===== config.mk =====
export PLATFORM = sky130hd
export DESIGN_NAME = pvt_addr_gen
export DESIGN_NICKNAME = d
export VERILOG_FILES = /design/src/rtl/pvt_pkg.sv /design/src/rtl/pvt_proc_base.sv /design/src/rtl/pvt_wave_addr.sv /design/src/rtl/pvt_fiber_addr.sv /design/src/rtl/pvt_addr_gen.sv
export SDC_FILE = /design/constraint.sdc
export NUM_CORES = 1
export LEC_CHECK = 0
export ABC_AREA = 1
export BUFFER_PORTS_ARGS = -buffer_cell sky130_fd_sc_hd__buf_2
export CORE_MARGIN = 2
export CORE_UTILIZATION = 30
export DETAILED_ROUTE_END_ITERATION = 10
export GPL_TIMING_DRIVEN = 0
export SYNTH_ARGS = -nofsm -noshare
export SYNTH_HDL_FRONTEND = slang
export SYNTH_SLANG_ARGS = --single-unit

===== constraint.sdc =====
create_clock -name clk -period 7.9 [get_ports clk]
set_input_delay 0.79 -clock clk [delete_from_list [all_inputs] [get_ports clk]]
set_output_delay 0.79 -clock clk [all_outputs]
set_load 0.01 [all_outputs]

===== src/rtl/pvt_pkg.sv =====
package pvt_pkg;
  typedef enum logic {
    LAYOUT_WAVE  = 1'b0,
    LAYOUT_FIBER = 1'b1
  } layout_e;

  function automatic int safe_clog2(input int n);
    return (n > 1) ? $clog2(n) : 1;
  endfunction
endpackage


===== src/rtl/pvt_proc_base.sv =====
module pvt_proc_base #(
  parameter int ADDR_W = 32,
  parameter int PROC_W = 2
) (
  input  logic [PROC_W-1:0] proc_id,
  input  logic [ADDR_W-1:0] proc_size,
  input  logic [ADDR_W-1:0] base_addr,
  output logic [ADDR_W-1:0] proc_term
);
  // Each processor's area is proc_size bytes long, stacked on the base.
  always_comb begin
    proc_term = base_addr + ADDR_W'(proc_id) * proc_size;
  end
endmodule


===== src/rtl/pvt_wave_addr.sv =====
module pvt_wave_addr #(
  parameter int ADDR_W  = 32,
  parameter int OFF_W   = 12,
  parameter int FIBERS  = 128,
  parameter int FIBER_W = 7,
  parameter int WAVE_W  = 4,
  parameter int ITEM_W  = 16
) (
  input  logic [OFF_W-1:0]   byte_off,
  input  logic [FIBER_W-1:0] fiber_id,
  input  logic [WAVE_W-1:0]  wave_id,
  input  logic [ITEM_W-1:0]  item_size,
  input  logic [ADDR_W-1:0]  proc_term,
  output logic [ADDR_W-1:0]  addr
);
  localparam logic [ADDR_W-1:0] LANE_STRIDE = ADDR_W'(4);
  localparam logic [ADDR_W-1:0] DW_STRIDE   = ADDR_W'(FIBERS * 4);
  localparam logic [ADDR_W-1:0] FIBER_CNT   = ADDR_W'(FIBERS);

  logic [ADDR_W-1:0] byte_part;
  logic [ADDR_W-1:0] lane_part;
  logic [ADDR_W-1:0] dword_part;
  logic [ADDR_W-1:0] wave_part;

  // Fastest to slowest: byte in dword, fiber, dword index, wavefront.
  always_comb begin
    byte_part  = ADDR_W'(byte_off[1:0]);
    lane_part  = ADDR_W'(fiber_id) * LANE_STRIDE;
    dword_part = ADDR_W'(byte_off[OFF_W-1:2]) * DW_STRIDE;
    wave_part  = ADDR_W'(wave_id) * (ADDR_W'(item_size) * FIBER_CNT);
    addr       = proc_term + wave_part + dword_part + lane_part + byte_part;
  end
endmodule


===== src/rtl/pvt_fiber_addr.sv =====
module pvt_fiber_addr #(
  parameter int ADDR_W    = 32,
  parameter int OFF_W     = 12,
  parameter int FIBER_W   = 7,
  parameter int NUM_WAVES = 16,
  parameter int WAVE_W    = 4,
  parameter int ITEM_W    = 16
) (
  input  logic [OFF_W-1:0]   byte_off,
  input  logic [FIBER_W-1:0] fiber_id,
  input  logic [WAVE_W-1:0]  wave_id,
  input  logic [ITEM_W-1:0]  item_size,
  input  logic [ADDR_W-1:0]  proc_term,
  output logic [ADDR_W-1:0]  addr
);
  localparam int GROUP_W = FIBER_W - 2;
  localparam bit WAVES_POW2 = ((NUM_WAVES & (NUM_WAVES - 1)) == 0) &&
                              (NUM_WAVES == (1 << WAVE_W));

  logic [1:0]         lane;
  logic [GROUP_W-1:0] group;
  logic [ADDR_W-1:0]  slot;

  assign lane  = fiber_id[1:0];
  assign group = fiber_id[FIBER_W-1:2];

  // Slot order, fastest first: fiber mod 4, wavefront, fiber div 4.
  generate
    if (WAVES_POW2) begin : g_pack
      always_comb begin
        slot = ADDR_W'({group, wave_id, lane});
      end
    end else begin : g_mul
      localparam logic [ADDR_W-1:0] GROUP_STRIDE = ADDR_W'(NUM_WAVES * 4);
      always_comb begin
        slot = ADDR_W'(group) * GROUP_STRIDE
             + ADDR_W'(wave_id) * ADDR_W'(4)
             + ADDR_W'(lane);
      end
    end
  endgenerate

  always_comb begin
    addr = proc_term + slot * ADDR_W'(item_size) + ADDR_W'(byte_off);
  end
endmodule


===== src/rtl/pvt_addr_gen.sv =====
module pvt_addr_gen
  import pvt_pkg::*;
#(
  parameter int ADDR_W    = 32,
  parameter int OFF_W     = 12,
  parameter int FIBERS    = 128,
  parameter int NUM_WAVES = 16,
  parameter int NUM_PROCS = 4,
  parameter int ITEM_W    = 16,
  parameter int LEN_W     = 2,
  localparam int FIBER_W  = safe_clog2(FIBERS),
  localparam int WAVE_W   = safe_clog2(NUM_WAVES),
  localparam int PROC_W   = safe_clog2(NUM_PROCS)
) (
  input  logic               clk,
  input  logic               rst,
  input  logic               in_valid,
  input  logic               layout_sel,
  input  logic [LEN_W-1:0]   acc_len,
  input  logic [OFF_W-1:0]   byte_off,
  input  logic [FIBER_W-1:0] fiber_id,
  input  logic [WAVE_W-1:0]  wave_id,
  input  logic [PROC_W-1:0]  proc_id,
  input  logic [ITEM_W-1:0]  item_size,
  input  logic [ADDR_W-1:0]  proc_size,
  input  logic [ADDR_W-1:0]  base_addr,
  output logic               out_valid,
  output logic [ADDR_W-1:0]  addr_out,
  output logic               err_wide
);
  logic [ADDR_W-1:0] proc_term;
  logic [ADDR_W-1:0] wave_addr;
  logic [ADDR_W-1:0] fiber_addr;
  logic              is_wide;
  logic              wide_in_fiber;
  logic [ADDR_W-1:0] next_addr;
  layout_e           layout;

  pvt_proc_base #(.ADDR_W(ADDR_W), .PROC_W(PROC_W)) u_proc (
    .proc_id   (proc_id),
    .proc_size (proc_size),
    .base_addr (base_addr),
    .proc_term (proc_term)
  );

  pvt_wave_addr #(
    .ADDR_W(ADDR_W), .OFF_W(OFF_W), .FIBERS(FIBERS),
    .FIBER_W(FIBER_W), .WAVE_W(WAVE_W), .ITEM_W(ITEM_W)
  ) u_wave (
    .byte_off  (byte_off),
    .fiber_id  (fiber_id),
    .wave_id   (wave_id),
    .item_size (item_size),
    .proc_term (proc_term),
    .addr      (wave_addr)
  );

  pvt_fiber_addr #(
    .ADDR_W(ADDR_W), .OFF_W(OFF_W), .FIBER_W(FIBER_W),
    .NUM_WAVES(NUM_WAVES), .WAVE_W(WAVE_W), .ITEM_W(ITEM_W)
  ) u_fiber (
    .byte_off  (byte_off),
    .fiber_id  (fiber_id),
    .wave_id   (wave_id),
    .item_size (item_size),
    .proc_term (proc_term),
    .addr      (fiber_addr)
  );

  // A wide access cannot use per-fiber slots; it falls back to the wave layout.
  always_comb begin
    layout        = layout_e'(layout_sel);
    is_wide       = (acc_len != '0);
    wide_in_fiber = (layout == LAYOUT_FIBER) && is_wide;
    if (layout == LAYOUT_FIBER && !is_wide) next_addr = fiber_addr;
    else                                    next_addr = wave_addr;
  end

  always_ff @(posedge clk) begin
    if (rst) begin
      out_valid <= 1'b0;
      addr_out  <= '0;
      err_wide  <= 1'b0;
    end else begin
      out_valid <= in_valid;
      if (in_valid) begin
        addr_out <= next_addr;
        err_wide <= wide_in_fiber;
      end
    end
  end
endmodule


Yosys cells after proc, flatten, opt, wreduce, memory -nomap -nowiden. Cells that the tools add are included.

Bits in registers: 34. Output and inout port bits: 34.

$add $sub $neg: 7. Multipliers: 3. Mux-type cells: 1. Reduce and logical (&&, ||, !) cells: 4.

Operator list (number): $add 32x32->32 (2); $add 32x12->32 (1); $add 32x19->32 (1); $add 32x2->32 (1); $add 32x28->32 (1); $add 32x9->32 (1); $mul 2x32->32 (1); $mux 32 (1); $mul 11x16->27 (1); $mul 4x16->20 (1); $logic_and 1x1->1 (2); $reduce_bool 2->1 (1); $logic_not 1->1 (1).

Depth between registers and ports, before layout.
Depth after elaboration: 7. Mapped depth: 42. Mapped depth without buffers: 40.

By module. From an unflattened synthesis, not the netlist that was laid out.

Cells, all modules: 3257. Area total of the unflattened synthesis: 19212.2 sq um.

By module, submodules not included: pvt_fiber_addr (times used 1, cells an instance 1450, area each 9057.4 sq um, seq. area each 0.0 sq um); pvt_wave_addr (times used 1, cells an instance 867, area each 4870.9 sq um, seq. area each 0.0 sq um); pvt_proc_base (times used 1, cells an instance 652, area each 3469.6 sq um, seq. area each 0.0 sq um); pvt_addr_gen (times used 1, cells an instance 288, area each 1814.2 sq um, seq. area each 680.7 sq um).

Worst setup path after synthesis. Ideal clock, no wire load.

Kind: input -> register. Start point: input port wave_id[1]. End point: register addr_out[28]. Library setup time: 0.109 ns. Arrival time: 7.111 ns. Setup slack: 0.680 ns. Cell stages on the path: 36. Buffers on the path: 2. Path through: clkbuf_1 -> clkbuf_1 -> nand2_1 -> fa_1 -> fa_1 -> inv_1 -> fa_1 -> fa_1 -> inv_1 -> fa_1 -> inv_1 -> ha_1 -> a21oi_1 -> o21a_1 -> nand2_1 -> a21boi_2 -> o21ai_2 -> a21oi_2 -> o21ai_2 -> a21oi_1 -> xor2_1 -> ha_1 -> ha_1 -> nand2_1 -> nor2_1 -> nand2_1 -> nor4_1 -> nand2_1 -> o211ai_2 -> nand2_1 -> nand3_1 -> nand2_1 -> a21oi_1 -> o21ai_1 -> nand2_1 -> inv_1.

Longest elaborated chain between the ends: 6. Elaborated cells on any way between the ends: 9. Those cells by class: add/sub: 6; mul: 2; mux: 1.

Ends and longest elaborated chain: start: declaration (RTL line pvt_addr_gen.sv:22) `input logic [WAVE_W-1:0] wave_id,`; $mul 4x16->20 (RTL line pvt_wave_addr.sv:30) `wave_part = ADDR_W'(wave_id) * (ADDR_W'(item_size) * FIBER_CNT);`; $add 32x28->32 (RTL line pvt_wave_addr.sv:31) `addr = proc_term + wave_part + dword_part + lane_part + byte_part;`; $add 32x19->32 (RTL line pvt_wave_addr.sv:31); $add 32x9->32 (RTL line pvt_wave_addr.sv:31); $add 32x2->32 (RTL line pvt_wave_addr.sv:31); $mux 32 (*) (RTL line pvt_addr_gen.sv:75) `if (layout == LAYOUT_FIBER && !is_wide) next_addr = fiber_addr;`; end signal: assignment (RTL line pvt_addr_gen.sv:87) `addr_out <= next_addr;`; end: declaration (RTL line pvt_addr_gen.sv:28) `output logic [ADDR_W-1:0] addr_out,`.

Every way passes the cells marked *; elsewhere a longest branch is shown, timed or not. A chain may end at the register's enable or synchronous reset.

Final worst setup path.
Start point: input port item_size[7]. End point: register addr_out[28].

Longest elaborated chain between the ends: 6. Elaborated cells on any way between the ends: 9. Those cells by class: add/sub: 6; mul: 2; mux: 1.

Ends and longest elaborated chain: start: declaration (RTL line pvt_addr_gen.sv:24) `input logic [ITEM_W-1:0] item_size,`; $mul 4x16->20 (RTL line pvt_wave_addr.sv:30); $add 32x28->32 (RTL line pvt_wave_addr.sv:31); $add 32x19->32 (RTL line pvt_wave_addr.sv:31); $add 32x9->32 (RTL line pvt_wave_addr.sv:31); $add 32x2->32 (RTL line pvt_wave_addr.sv:31); $mux 32 (*) (RTL line pvt_addr_gen.sv:75).

Marked as above.

==> summary.txt <==
Outcome
  • Status: finished clean

Drt
  • Routed wire length: 46500 µm
  • Final ANT Viol Nets: 0
  • Remaining DRCs: 0
  • First-pass DRT Iterations: 5
  • Drt wl/cell: 15.0 µm
  • DR iter-0 viols: 822
  • Via-to-Cell Ratio: 4.66
  • Vias: 14389

Floorplanning
  • IO Pins: 145
  • Die Ht: 232 µm
  • Core Rows: 83
  • Core footprint: 51400 µm²
  • Die Outline Area: 53900 µm²
  • Die width: 232 µm
  • Initial Utilization: 0.304

Worst hold path
  • WHS Path Cells: 2
  • Hold path endpoint: addr_out[14]
  • Hold Startpoint: addr_out[14]
  • Hold Path Class: register to register

Clock network
  • CTS tree: done
  • CTS Buf Count: 5
  • CTS max path bufs: 2
  • Worst-Skew Late Latency: 0.28 ns
  • Root Buffer: clkbuf_16
  • Sink Count: 34
  • CTS H-Tree Depth: 2
  • Reg clk slew, reported paths: 0.05 ns

Logic synthesis
  • Mean Syn Cell Area: 6.88 µm²
  • Dominant cell by count in the synthesized netlist: inv_1
  • Largest area contributor in the netlist: fa_1
  • Syn_nets: 2790
  • Post-Synthesis Cells: 2267
  • Commonest cells in the netlist: 549 x inv_1, 531 x nand2_1, 210 x fa_1
  • Top_reg_cell synth: dfxtp_1
  • Mapped cell area: 15600 µm²
  • Post-synthesis register bit count: 34
  • Post-synth ARST share: 0
  • Netlist cell types: 48
  • Area contributors post-synth: fa_1 27%, ha_1 16%, inv_1 13%
  • Sequential fraction of the synthesis area: 0.0436
  • Synth warn: 0
  • Post-synth EDFFs: 0
  • Post-synth top area share: 0.269

Critical path
  • Most used cell, CP: nand2_1
  • CP startpoint kind: primary input
  • Crit end category: register
  • Worst reg2reg path depth: 4
  • CP Buf/Inv Count: 6
  • Worst Path Required: 8.08 ns
  • Levels on crit path: 37
  • FF-to-FF End: addr_out[15]
  • Critical Path Max Stage Delay: 0.51 ns
  • FF-to-FF Start: addr_out[15]
  • Delay-heaviest family, CP: adder cells
  • CP max stage cell: fa_1
  • Critical path fanouts, max: 10
  • Critical path class: primary input to register
  • Critical Path AT: 7.66 ns
  • Flop-to-flop setup slack: 7.21 ns

GRT
  • Number of global-route vias before repair: 14888
  • Gr ovfl total: 0
  • First-pass GRT wire length: 76200 µm
  • Pin count of the biggest net entering global routing: 11
  • Overall Global Routing Usage: 0.178
  • Initial antenna violation count: 2

Timing
  • Final hold violation count: 0
  • Setup violators final: 0
  • Slew @ Worst Pin: 0.760 ns
  • Tmin final: 7.48 ns
  • Maximum clock rate: 134 MHz
  • Relative max-transition margin: 0.492
  • WHS: 0.475 ns
  • Part of the cycle the worst path needs: 0.946
  • Slew Viols, Final: 0
  • Final worst clock skew: 0 ns

Placement
  • Port Buf Inserts: 138
  • Gpl congestion: 0.884
  • Placement Cell Area: 17100 µm²
  • Post-DP HPWL: 41600 µm

Run
  • Max Cap Viol: 0

Final layout
  • Share of layout cells above drive strength 1: 0.103
  • Final Cell Area: 17500 µm²
  • Area grow syn2layout: 12.3%
  • Net count, final: 2932
sequential cells by signal (all words and copies together) (netlist names):
signal / cells
addr_out: 32
err_wide: 1
out_valid: 1
worst max path at each step:
stage / start / end / slack [ns]
finish: item_size[7] / addr_out[28] / 0.42
global placement: wave_id[0] / addr_out[28] / -0.74
global route: item_size[4] / addr_out[28] / -0.02
CTS: fiber_id[2] / addr_out[28] / 0.01
detailed placement: wave_id[0] / addr_out[28] / -0.77
floorplan: wave_id[1] / addr_out[28] / 0.68
cell type report:
class,count,area [µm²]
fillers,5716,33900
multi-input cells,1618,12700
inverters,555,2080
well taps,680,851
repair buffers,140,706
flip-flops and latches,34,681
plain buffers,55,315
clock buffers,6,139
clock inverters,1,30.0
diodes,2,5.00
cell families (layout without fill, tap and decap cells):
kind of cell / Yosys count / in the layout / synth area share
simple gates: 800 / 800 / 0.213
buf+inv: 615 / 757 / 0.148
flops: 34 / 34 / 0.0436
xor+xnor: 76 / 76 / 0.0427
fa+ha+maj: 412 / 412 / 0.431
compound gates: 330 / 330 / 0.121
other cells: 0 / 2 / 0
layer usage:
metal  wire length [µm]  global-route usage  part of all wire
met1              20900               0.235              0.45
met2              22500               0.315              0.48
met3               2530              0.0205             0.054
met4                609              0.0280             0.013
met5                 10                   0           0.00022
tightest hold or removal path, cell delays in order (launching register included):
cell and delay, ns:
dfxtp_1 0.32, o211ai_1 0.08, inv_1 0.05
layout by cell type, fill, tap and decap left out, types with 15 or more instances in the layout:
master	n
a21oi_1	155
a31oi_1	15
buf_2	144
clkbuf_1	20
dfxtp_1	34
fa_1	210
ha_1	195
inv_1	549
nand2_1	529
nand2_2	15
nand3_1	84
nor2_1	110
o211ai_1	23
o21ai_0	76
xnor2_1	26
xor2_1	49
through the flow:
stage               instances  worst slack, ns  setup TNS (ns)   util
floorplan                2267            0.680               0      -
global placement         3085           -0.742           -7.85  0.334
detailed placement       3085           -0.773           -7.81  0.334
CTS                      3090           0.0146               0  0.337
global route             3089          -0.0166         -0.0166  0.341
finish                   3091            0.423               0  0.341
repair_timing:
action | CTS | global route
buffers inserted | 0 | 2
resized for setup | 15 | 100
endpoints found under the setup margin | 12 | 13
pin swaps | 0 | 4
hold buffers | 0 | 0
Power is not shown: default switching activity piles up to over one toggle a cycle in this logic, so the estimate is an artifact.
